$ cat src/rtl/bfp_pkg.sv
package bfp_pkg;
    // Number of real components in the two complex operands A and B.
    localparam int unsigned NUM_OPS = 4;
    // Indices into the operand array.
    localparam int unsigned OP_ARE = 0;
    localparam int unsigned OP_AIM = 1;
    localparam int unsigned OP_BRE = 2;
    localparam int unsigned OP_BIM = 3;
    // Number of twiddle partial products.
    localparam int unsigned NUM_PROD = 4;
endpackage

$ cat src/rtl/bfp_prescale.sv
module bfp_prescale
    import bfp_pkg::*;
#(
    parameter int DW = 16
) (
    input  logic                 clk_i,
    input  logic                 rst_ni,
    input  logic                 vld_i,
    input  logic                 scale_i,
    input  logic signed [DW-1:0] op_i [NUM_OPS],
    input  logic signed [DW-1:0] wre_i,
    input  logic signed [DW-1:0] wim_i,
    output logic                 vld_o,
    output logic signed [DW-1:0] op_o [NUM_OPS],
    output logic signed [DW-1:0] wre_o,
    output logic signed [DW-1:0] wim_o
);
    localparam int HB = 2 ** (DW - 2);

    typedef struct packed {
        logic                        vld;
        logic [NUM_OPS-1:0][DW-1:0]  op;
        logic [DW-1:0]               wre;
        logic [DW-1:0]               wim;
    } st_t;

    st_t st_d, st_q;
    logic signed [DW-1:0] half [NUM_OPS];

    // Rounded halving: (v + 1) >>> 1, done at DW+1 bits so +1 cannot wrap.
    for (genvar g = 0; g < NUM_OPS; g++) begin : g_half
        logic signed [DW:0] ext;
        assign ext     = {op_i[g][DW-1], op_i[g]} + {{DW{1'b0}}, 1'b1};
        assign half[g] = DW'(ext >>> 1);
    end

    always_comb begin
        st_d     = st_q;
        st_d.vld = vld_i;
        for (int i = 0; i < NUM_OPS; i++) begin
            st_d.op[i] = scale_i ? half[i] : op_i[i];
        end
        st_d.wre = wre_i;
        st_d.wim = wim_i;
    end

    always_ff @(posedge clk_i or negedge rst_ni) begin
        if (!rst_ni) st_q <= '0;
        else         st_q <= st_d;
    end

    assign vld_o = st_q.vld;
    assign wre_o = st_q.wre;
    assign wim_o = st_q.wim;

    for (genvar g = 0; g < NUM_OPS; g++) begin : g_out
        assign op_o[g] = st_q.op[g];
        // a halved operand always lies within half of the input range.
        a_r6_half_range: assert property (@(posedge clk_i) disable iff (!rst_ni)
            (vld_i && scale_i) |=> ((op_o[g] <= HB) && (op_o[g] >= -HB)));
    end
endmodule

$ cat src/rtl/bfp_twmul.sv
module bfp_twmul
    import bfp_pkg::*;
#(
    parameter int DW = 16
) (
    input  logic                   clk_i,
    input  logic                   rst_ni,
    input  logic                   vld_i,
    input  logic signed [DW-1:0]   op_i [NUM_OPS],
    input  logic signed [DW-1:0]   wre_i,
    input  logic signed [DW-1:0]   wim_i,
    output logic                   vld_o,
    output logic signed [DW-1:0]   are_o,
    output logic signed [DW-1:0]   aim_o,
    output logic signed [2*DW-1:0] prod_o [NUM_PROD]
);
    localparam int PW = 2 * DW;

    typedef struct packed {
        logic                       vld;
        logic [DW-1:0]              are;
        logic [DW-1:0]              aim;
        logic [NUM_PROD-1:0][PW-1:0] prod;
    } st_t;

    st_t st_d, st_q;
    logic signed [PW-1:0] prod [NUM_PROD];

    // Product g: bit 1 picks b_im over b_re, bit 0 picks w_im over w_re.
    // g0 = br*wr, g1 = br*wi, g2 = bi*wr, g3 = bi*wi
    for (genvar g = 0; g < NUM_PROD; g++) begin : g_mul
        logic signed [DW-1:0] mb, mw;
        assign mb = g[1] ? op_i[OP_BIM] : op_i[OP_BRE];
        assign mw = g[0] ? wim_i : wre_i;
        assign prod[g] = $signed({{DW{mb[DW-1]}}, mb}) * $signed({{DW{mw[DW-1]}}, mw});
    end

    always_comb begin
        st_d     = st_q;
        st_d.vld = vld_i;
        st_d.are = op_i[OP_ARE];
        st_d.aim = op_i[OP_AIM];
        for (int i = 0; i < NUM_PROD; i++) begin
            st_d.prod[i] = prod[i];
        end
    end

    always_ff @(posedge clk_i or negedge rst_ni) begin
        if (!rst_ni) st_q <= '0;
        else         st_q <= st_d;
    end

    assign vld_o = st_q.vld;
    assign are_o = st_q.are;
    assign aim_o = st_q.aim;
    for (genvar g = 0; g < NUM_PROD; g++) begin : g_out
        assign prod_o[g] = st_q.prod[g];
    end
endmodule

$ cat src/rtl/bfp_sumdiff.sv
module bfp_sumdiff
    import bfp_pkg::*;
#(
    parameter int DW = 16
) (
    input  logic                   clk_i,
    input  logic                   rst_ni,
    input  logic                   vld_i,
    input  logic signed [DW-1:0]   are_i,
    input  logic signed [DW-1:0]   aim_i,
    input  logic signed [2*DW-1:0] prod_i [NUM_PROD],
    output logic                   vld_o,
    output logic signed [DW:0]     xre_o,
    output logic signed [DW:0]     xim_o,
    output logic signed [DW:0]     yre_o,
    output logic signed [DW:0]     yim_o,
    output logic                   ovf_o
);
    localparam int FW = 2 * DW + 1;
    localparam logic signed [FW-1:0] RND  = FW'(2 ** (DW - 2));
    localparam logic signed [FW-1:0] MAXF = FW'(2 ** (DW - 1) - 1);
    localparam logic signed [FW-1:0] MINF = -MAXF - 1;

    typedef struct packed {
        logic                vld;
        logic                ovf;
        logic [3:0][DW:0]    res;
    } st_t;

    st_t st_d, st_q;
    logic signed [FW-1:0] pe [NUM_PROD];
    logic signed [DW-1:0] tw [2];
    logic signed [DW-1:0] av [2];
    logic signed [DW:0]   sum [2];
    logic signed [DW:0]   dif [2];

    for (genvar g = 0; g < NUM_PROD; g++) begin : g_ext
        assign pe[g] = {prod_i[g][2*DW-1], prod_i[g]};
    end

    assign av[0] = are_i;
    assign av[1] = aim_i;

    // c = 0: real part (br*wr - bi*wi); c = 1: imaginary part (br*wi + bi*wr).
    for (genvar c = 0; c < 2; c++) begin : g_cmp
        logic signed [FW-1:0] full, rnd;
        if (c == 0) begin : g_re
            assign full = pe[0] - pe[3];
        end else begin : g_im
            assign full = pe[1] + pe[2];
        end
        assign rnd = (full + RND) >>> (DW - 1);
        // saturate to DW bits instead of wrapping
        assign tw[c] = (rnd > MAXF) ? DW'(MAXF) :
                       (rnd < MINF) ? DW'(MINF) : DW'(rnd);
        assign sum[c] = {av[c][DW-1], av[c]} + {tw[c][DW-1], tw[c]};
        assign dif[c] = {av[c][DW-1], av[c]} - {tw[c][DW-1], tw[c]};
    end

    always_comb begin
        st_d        = st_q;
        st_d.vld    = vld_i;
        st_d.res[0] = sum[0];
        st_d.res[1] = sum[1];
        st_d.res[2] = dif[0];
        st_d.res[3] = dif[1];
        st_d.ovf    = 1'b0;
        for (int i = 0; i < 4; i++) begin
            if (st_d.res[i][DW] != st_d.res[i][DW-1]) st_d.ovf = vld_i;
        end
    end

    always_ff @(posedge clk_i or negedge rst_ni) begin
        if (!rst_ni) st_q <= '0;
        else         st_q <= st_d;
    end

    assign vld_o = st_q.vld;
    assign ovf_o = st_q.ovf;
    assign xre_o = st_q.res[0];
    assign xim_o = st_q.res[1];
    assign yre_o = st_q.res[2];
    assign yim_o = st_q.res[3];

    // an overflow indication is only ever given with a valid result
    a_r4_ovf_with_valid: assert property (@(posedge clk_i) disable iff (!rst_ni)
        ovf_o |-> vld_o);
endmodule

$ cat src/rtl/bfp_scale_ctrl.sv
module bfp_scale_ctrl #(
    parameter int EW = 4
) (
    input  logic          clk_i,
    input  logic          rst_ni,
    input  logic          frame_start_i,
    input  logic          pass_start_i,
    input  logic          pass_end_i,
    input  logic          res_vld_i,
    input  logic          res_ovf_i,
    output logic          scale_o,
    output logic [EW-1:0] exp_o
);
    localparam logic [EW-1:0] EXP_MAX = {EW{1'b1}};

    typedef struct packed {
        logic          sticky;
        logic          scale;
        logic [EW-1:0] expn;
    } st_t;

    st_t  st_d, st_q;
    logic hit;

    assign hit = res_vld_i & res_ovf_i;

    always_comb begin
        st_d = st_q;
        if (hit)          st_d.sticky = 1'b1;
        if (pass_start_i) st_d.sticky = 1'b0;
        if (pass_end_i) begin
            st_d.scale = st_q.sticky | hit;
            if (st_q.scale && (st_q.expn != EXP_MAX)) st_d.expn = st_q.expn + 1'b1;
        end
        if (frame_start_i) st_d = '0;
    end

    always_ff @(posedge clk_i or negedge rst_ni) begin
        if (!rst_ni) st_q <= '0;
        else         st_q <= st_d;
    end

    assign scale_o = st_q.scale;
    assign exp_o   = st_q.expn;

    // the scale decision only moves at a pass boundary or frame start
    a_r5_scale_steady: assert property (@(posedge clk_i) disable iff (!rst_ni)
        (!pass_end_i && !frame_start_i) |=> $stable(scale_o));
    // the exponent never goes down inside a frame
    a_r7_exp_monotone: assert property (@(posedge clk_i) disable iff (!rst_ni)
        !frame_start_i |=> (exp_o >= $past(exp_o)));
    // frame start returns exponent and scale to zero
    a_r7_frame_clear: assert property (@(posedge clk_i) disable iff (!rst_ni)
        frame_start_i |=> ((exp_o == '0) && !scale_o));
endmodule

$ cat src/rtl/bfp_butterfly.sv
module bfp_butterfly
    import bfp_pkg::*;
#(
    parameter int DW = 16,
    parameter int EW = 4
) (
    input  logic                 clk_i,
    input  logic                 rst_ni,
    input  logic                 frame_start_i,
    input  logic                 pass_start_i,
    input  logic                 pass_end_i,
    input  logic                 in_valid_i,
    input  logic signed [DW-1:0] a_re_i,
    input  logic signed [DW-1:0] a_im_i,
    input  logic signed [DW-1:0] b_re_i,
    input  logic signed [DW-1:0] b_im_i,
    input  logic signed [DW-1:0] w_re_i,
    input  logic signed [DW-1:0] w_im_i,
    output logic                 out_valid_o,
    output logic signed [DW:0]   x_re_o,
    output logic signed [DW:0]   x_im_o,
    output logic signed [DW:0]   y_re_o,
    output logic signed [DW:0]   y_im_o,
    output logic                 ovf_o,
    output logic                 scale_o,
    output logic [EW-1:0]        blk_exp_o
);
    logic signed [DW-1:0]   op_in [NUM_OPS];
    logic signed [DW-1:0]   op_s1 [NUM_OPS];
    logic signed [DW-1:0]   wre_s1, wim_s1;
    logic                   vld_s1, vld_s2;
    logic signed [DW-1:0]   are_s2, aim_s2;
    logic signed [2*DW-1:0] prod_s2 [NUM_PROD];

    assign op_in[OP_ARE] = a_re_i;
    assign op_in[OP_AIM] = a_im_i;
    assign op_in[OP_BRE] = b_re_i;
    assign op_in[OP_BIM] = b_im_i;

    bfp_prescale #(.DW(DW)) u_prescale (
        .clk_i  (clk_i),
        .rst_ni (rst_ni),
        .vld_i  (in_valid_i),
        .scale_i(scale_o),
        .op_i   (op_in),
        .wre_i  (w_re_i),
        .wim_i  (w_im_i),
        .vld_o  (vld_s1),
        .op_o   (op_s1),
        .wre_o  (wre_s1),
        .wim_o  (wim_s1)
    );

    bfp_twmul #(.DW(DW)) u_twmul (
        .clk_i  (clk_i),
        .rst_ni (rst_ni),
        .vld_i  (vld_s1),
        .op_i   (op_s1),
        .wre_i  (wre_s1),
        .wim_i  (wim_s1),
        .vld_o  (vld_s2),
        .are_o  (are_s2),
        .aim_o  (aim_s2),
        .prod_o (prod_s2)
    );

    bfp_sumdiff #(.DW(DW)) u_sumdiff (
        .clk_i  (clk_i),
        .rst_ni (rst_ni),
        .vld_i  (vld_s2),
        .are_i  (are_s2),
        .aim_i  (aim_s2),
        .prod_i (prod_s2),
        .vld_o  (out_valid_o),
        .xre_o  (x_re_o),
        .xim_o  (x_im_o),
        .yre_o  (y_re_o),
        .yim_o  (y_im_o),
        .ovf_o  (ovf_o)
    );

    bfp_scale_ctrl #(.EW(EW)) u_scale_ctrl (
        .clk_i        (clk_i),
        .rst_ni       (rst_ni),
        .frame_start_i(frame_start_i),
        .pass_start_i (pass_start_i),
        .pass_end_i   (pass_end_i),
        .res_vld_i    (out_valid_o),
        .res_ovf_i    (ovf_o),
        .scale_o      (scale_o),
        .exp_o        (blk_exp_o)
    );

    // a sampled operand set emerges three edges later, a bubble stays a bubble
    a_r3_valid_latency: assert property (@(posedge clk_i) disable iff (!rst_ni)
        in_valid_i |-> ##3 out_valid_o);
    a_r3_bubble_latency: assert property (@(posedge clk_i) disable iff (!rst_ni)
        !in_valid_i |-> ##3 !out_valid_o);
endmodule

$ cat config.mk
export PLATFORM = sky130hd
export DESIGN_NAME = bfp_butterfly
export DESIGN_NICKNAME = d
export VERILOG_FILES = /design/src/rtl/bfp_pkg.sv /design/src/rtl/bfp_prescale.sv /design/src/rtl/bfp_twmul.sv /design/src/rtl/bfp_sumdiff.sv /design/src/rtl/bfp_scale_ctrl.sv /design/src/rtl/bfp_butterfly.sv
export SDC_FILE = /design/constraint.sdc
export NUM_CORES = 2
export LEC_CHECK = 0
export ABC_AREA = 1
export BUFFER_PORTS_ARGS = -buffer_cell sky130_fd_sc_hd__buf_2
export CORE_MARGIN = 5
export CORE_UTILIZATION = 34
export CTS_CLUSTER_DIAMETER = 200
export DETAILED_ROUTE_END_ITERATION = 12
export GPL_ROUTABILITY_DRIVEN = 0
export SYNTH_ARGS = -nofsm -noshare
export SYNTH_HDL_FRONTEND = slang
export SYNTH_HIERARCHICAL = 1
export SYNTH_SLANG_ARGS = --single-unit
$ cat constraint.sdc
create_clock -name clk_i -period 5.2 [get_ports clk_i]
set_clock_uncertainty 0.05 [all_clocks]
set_input_delay 0.52 -clock clk_i [delete_from_list [all_inputs] [get_ports clk_i]]
set_output_delay 0.52 -clock clk_i [all_outputs]
set_load 0.02 [all_outputs]
==> out/results.ini <==
[routing]
first_iter_violations=3421
met2_length_um=89600
route.detailed.wl_per_inst_um=16.8
routed_wirelength_um=193000
route.met3.wl_um=13500
wl_met1_um=84000
drt.antenna.violating_nets=0
via_count=53600
first_pass_iters=6
top_layer=met4
avgViaCountPerCell=4.67
route.detailed.drc=0

[setup_path]
slowest_delay_ns=0.60
crit_chain=buf_12 -> buf_12 -> nand2_4 -> inv_2 -> fa_2 -> fa_2 -> clkinvlp_4 -> buf_4 -> fa_2 -> fa_1 -> fa_1 -> fa_1 -> inv_1 -> ha_4 -> nand2_1 -> buf_4 -> inv_1 -> nand4_1 -> nor2_1 -> nand2_1 -> inv_1 -> nor2_2 -> nand2_1 -> nand2_1
critPathMaxFanout=5
worst_setup_path_end_kind=register
start_kind=register
cpMaxStageDelayCell=fa_2
cp_num_buf_inv=9
arrival_ns=6.07
critPathMostFrequentCell=nand2_1
crit_type=register to register
critPathRequiredTime_ns=5.69
cp_top_family=adder cells

[logic_synthesis]
synth-seq-area-share=0.133
ys_async_sr_fraction=1.00
synth_area_leaders=fa_1, nand2_1, inv_1
synthesis.nets=9915
syn_area_per_cell_um2=7.62
synth_ff_type=dfrtp_1
synth.top_cell.area_share=0.336
synth_edf_count=0
synthesis.area_um2=62700
yosysWarnings=6
ys_ff_latch=332
syn_inst=8231
yosysUniqueCellTypes=47
synth_area_leader_cell=fa_1

[timing]
setup_viol=77
clock.fmax_mhz=179
drv_slew=0
period_share=1.07
setup_slack_ns=-0.380
worst_pin_slew_ns=0.754
slew_headroom=0.497
rsz0062_at_grt=true
hold_viol=0
fin_crit_ns=5.58

[clock_network]
cts_tree=built
cts-htree-levels=2
clk_pin_slew_ns=0.07
cts_buffer_depth=3
cts.sinks=332
clockRootBuffer=clkbuf_16
clk_latency_ns=0.70
numCtsBuffers=47

[grt]
grt_pass1_vias=55500
grt_use_total=0.199
antenna_found_initial=8
overflow=0
grt_max_degree=89
grt_pass1_wl_um=305000

[floorplanning]
die_w_um=439
start_util=0.342
die_h_um=439
ios=177
dieArea_um2=193000
rows=157
core_area_um2=183000

[placed_design]
dp_cells=11200
port-buffer-count=176
place_hpwl_um=154000
dpl_cell_area_um2=71200

[final_layout]
fin_util=0.427
nNetsFinal=10700
fin_area_um2=78300
area_growth_syn_to_layout_pct=24.9
fillers=17900
layout.cells.non_filler=11500
drive_gt1_frac=0.207

[outcome]
violations=setup timing
outcome=finished with violations

[worst_hold_path]
min_path_type=primary input to register

[job]
cap_violations=0

[per-stage QoR]
| stage | hold WS, ns | setup WS [ns] | setup TNS, ns |
|---|---|---|---|
| 2_1_floorplan | 0.174 | -0.0229 | -0.0229 |
| 3_3_place_gp | 0.283 | -0.480 | -21.06 |
| 3_5_place_dp | 0.285 | -0.549 | -23.69 |
| 4_1_cts | 0.00369 | -0.289 | -10.35 |
| 5_1_grt | 0.0186 | -0.555 | -28.03 |
| 6_report | 0.0439 | -0.380 | -13.04 |
[placed cells by master (no fill, tap or decap), drive strengths merged, types with 33 or more instances in the layout]
cell type       n
nand2        2428
inv          2293
fa           1052
buf           896
ha            530
nor2          402
dfrtp         332
nand3         255
a21oi         214
xor2          129
o21ai          93
nand4          64
clkbuf         61
o21bai         49
nor3           47
xnor2          38
dlygate4sd3    33
[flip-flops by register name, indices dropped and copies added (netlist names)]
register,cells
u_scale_ctrl/scale_o,1
u_sumdiff/vld_o,1
u_sumdiff/xim_o,16
u_sumdiff/yre_o,16
u_twmul/are_o,16
u_prescale/wre_o,16
u_twmul/aim_o,16
u_scale_ctrl/exp_o,4
u_scale_ctrl/st_q,1
u_sumdiff/yim_o,17
u_sumdiff/xre_o,17
u_sumdiff/ovf_o,1
u_twmul/prod_o,128
u_prescale/vld_o,1
u_prescale/op_o,64
u_prescale/wim_o,16
u_twmul/vld_o,1
[routing by layer]
layer  vias to the layer above  GRT usage
met1                     26500      0.276
li1                      25200          -
met2                      1650      0.326
met4                         0     0.0560
met3                       286     0.0273
met5                         -          0
[path summary, 6_finish.rpt]
path | to | slack (ns) | from | cells after the start
max | u_twmul/prod_o[63]$_DFF_PN0_ | -0.38 | u_prescale/op_o[15]$_DFF_PN0_ | 24
max reg2reg | u_twmul/prod_o[63]$_DFF_PN0_ | -0.38 | u_prescale/op_o[15]$_DFF_PN0_ | 24
min | u_prescale/op_o[14]$_DFF_PN0_ | 0.04 | b_im_i[14] | 3
max in group asynchronous | u_prescale/wre_o[5]$_DFF_PN0_ | 3.48 | rst_ni | 3
min reg2reg | u_twmul/vld_o$_DFF_PN0_ | 0.30 | u_prescale/vld_o$_DFF_PN0_ | 0
min in group asynchronous | u_sumdiff/xim_o[8]$_DFF_PN0_ | 0.38 | rst_ni | 2
[layout make-up]
cell class | count | area [um2] | share of cell area
clock buffers | 57 | 1270 | 0.0163
diodes | 8 | 20.0 | 0.000256
flip-flops and latches | 332 | 8330 | 0.106
repair buffers | 934 | 8310 | 0.106
inverters | 2295 | 8630 | 0.110
clock inverters | 29 | 415 | 0.00531
multi-input cells | 5379 | 48200 | 0.616
well taps | 2464 | 3080 | 0.0394
[kinds of logic (layout without fill, tap and decap cells)]
group	after synthesis	after routing	share of synthesized area
buffers and inverters	2520	3315	0.152
and+or+nand+nor	3241	3241	0.215
other	0	8	0
AOI/OAI and AO/OA	389	389	0.0347
adders and majority gates	1582	1582	0.442
DFF	332	332	0.133
xor gates and xnor gates	167	167	0.0233
[synth_stat cells (4+ instances only)]
| master | number |
|---|---|
| and2_1 | 13 |
| nand3b_1 | 20 |
| clkbuf_2 | 5 |
| ha_1 | 530 |
| or2_2 | 7 |
| xnor2_1 | 38 |
| o21ai_0 | 69 |
| nand3_1 | 242 |
| nand2_2 | 80 |
| o21ai_1 | 22 |
| nand2_4 | 14 |
| buf_2 | 11 |
| nor2_4 | 18 |
| a21boi_0 | 4 |
| o21a_1 | 4 |
| o21bai_1 | 48 |
| nor3_1 | 40 |
| a21o_1 | 8 |
| clkinv_1 | 6 |
| a21oi_2 | 7 |
| xor2_1 | 129 |
| nor2_1 | 340 |
| a31oi_1 | 10 |
| nand3_2 | 13 |
| buf_4 | 7 |
| a21oi_1 | 207 |
| nand4_1 | 64 |
| nor3_2 | 7 |
| clkbuf_1 | 196 |
| dfrtp_1 | 332 |
| inv_1 | 2250 |
| nand2_1 | 2334 |
| inv_2 | 39 |
| nor2_2 | 44 |
| fa_1 | 1052 |
[worst min-delay path, cell delays in order]
cell and delay, ns:
buf_2 0.13, nand2_1 0.06, nand2_1 0.05
[repair_timing]
action,CTS,global route
setup buffers,77,45
endpoints found under the hold margin,100,0
pin swaps,193,214
endpoints found under the setup margin,86,92
resized for setup,590,332
cloned,6,4
hold buffers,33,0
Power is not shown: default switching activity piles up to over one toggle a cycle in this logic, so the estimate is an artifact.
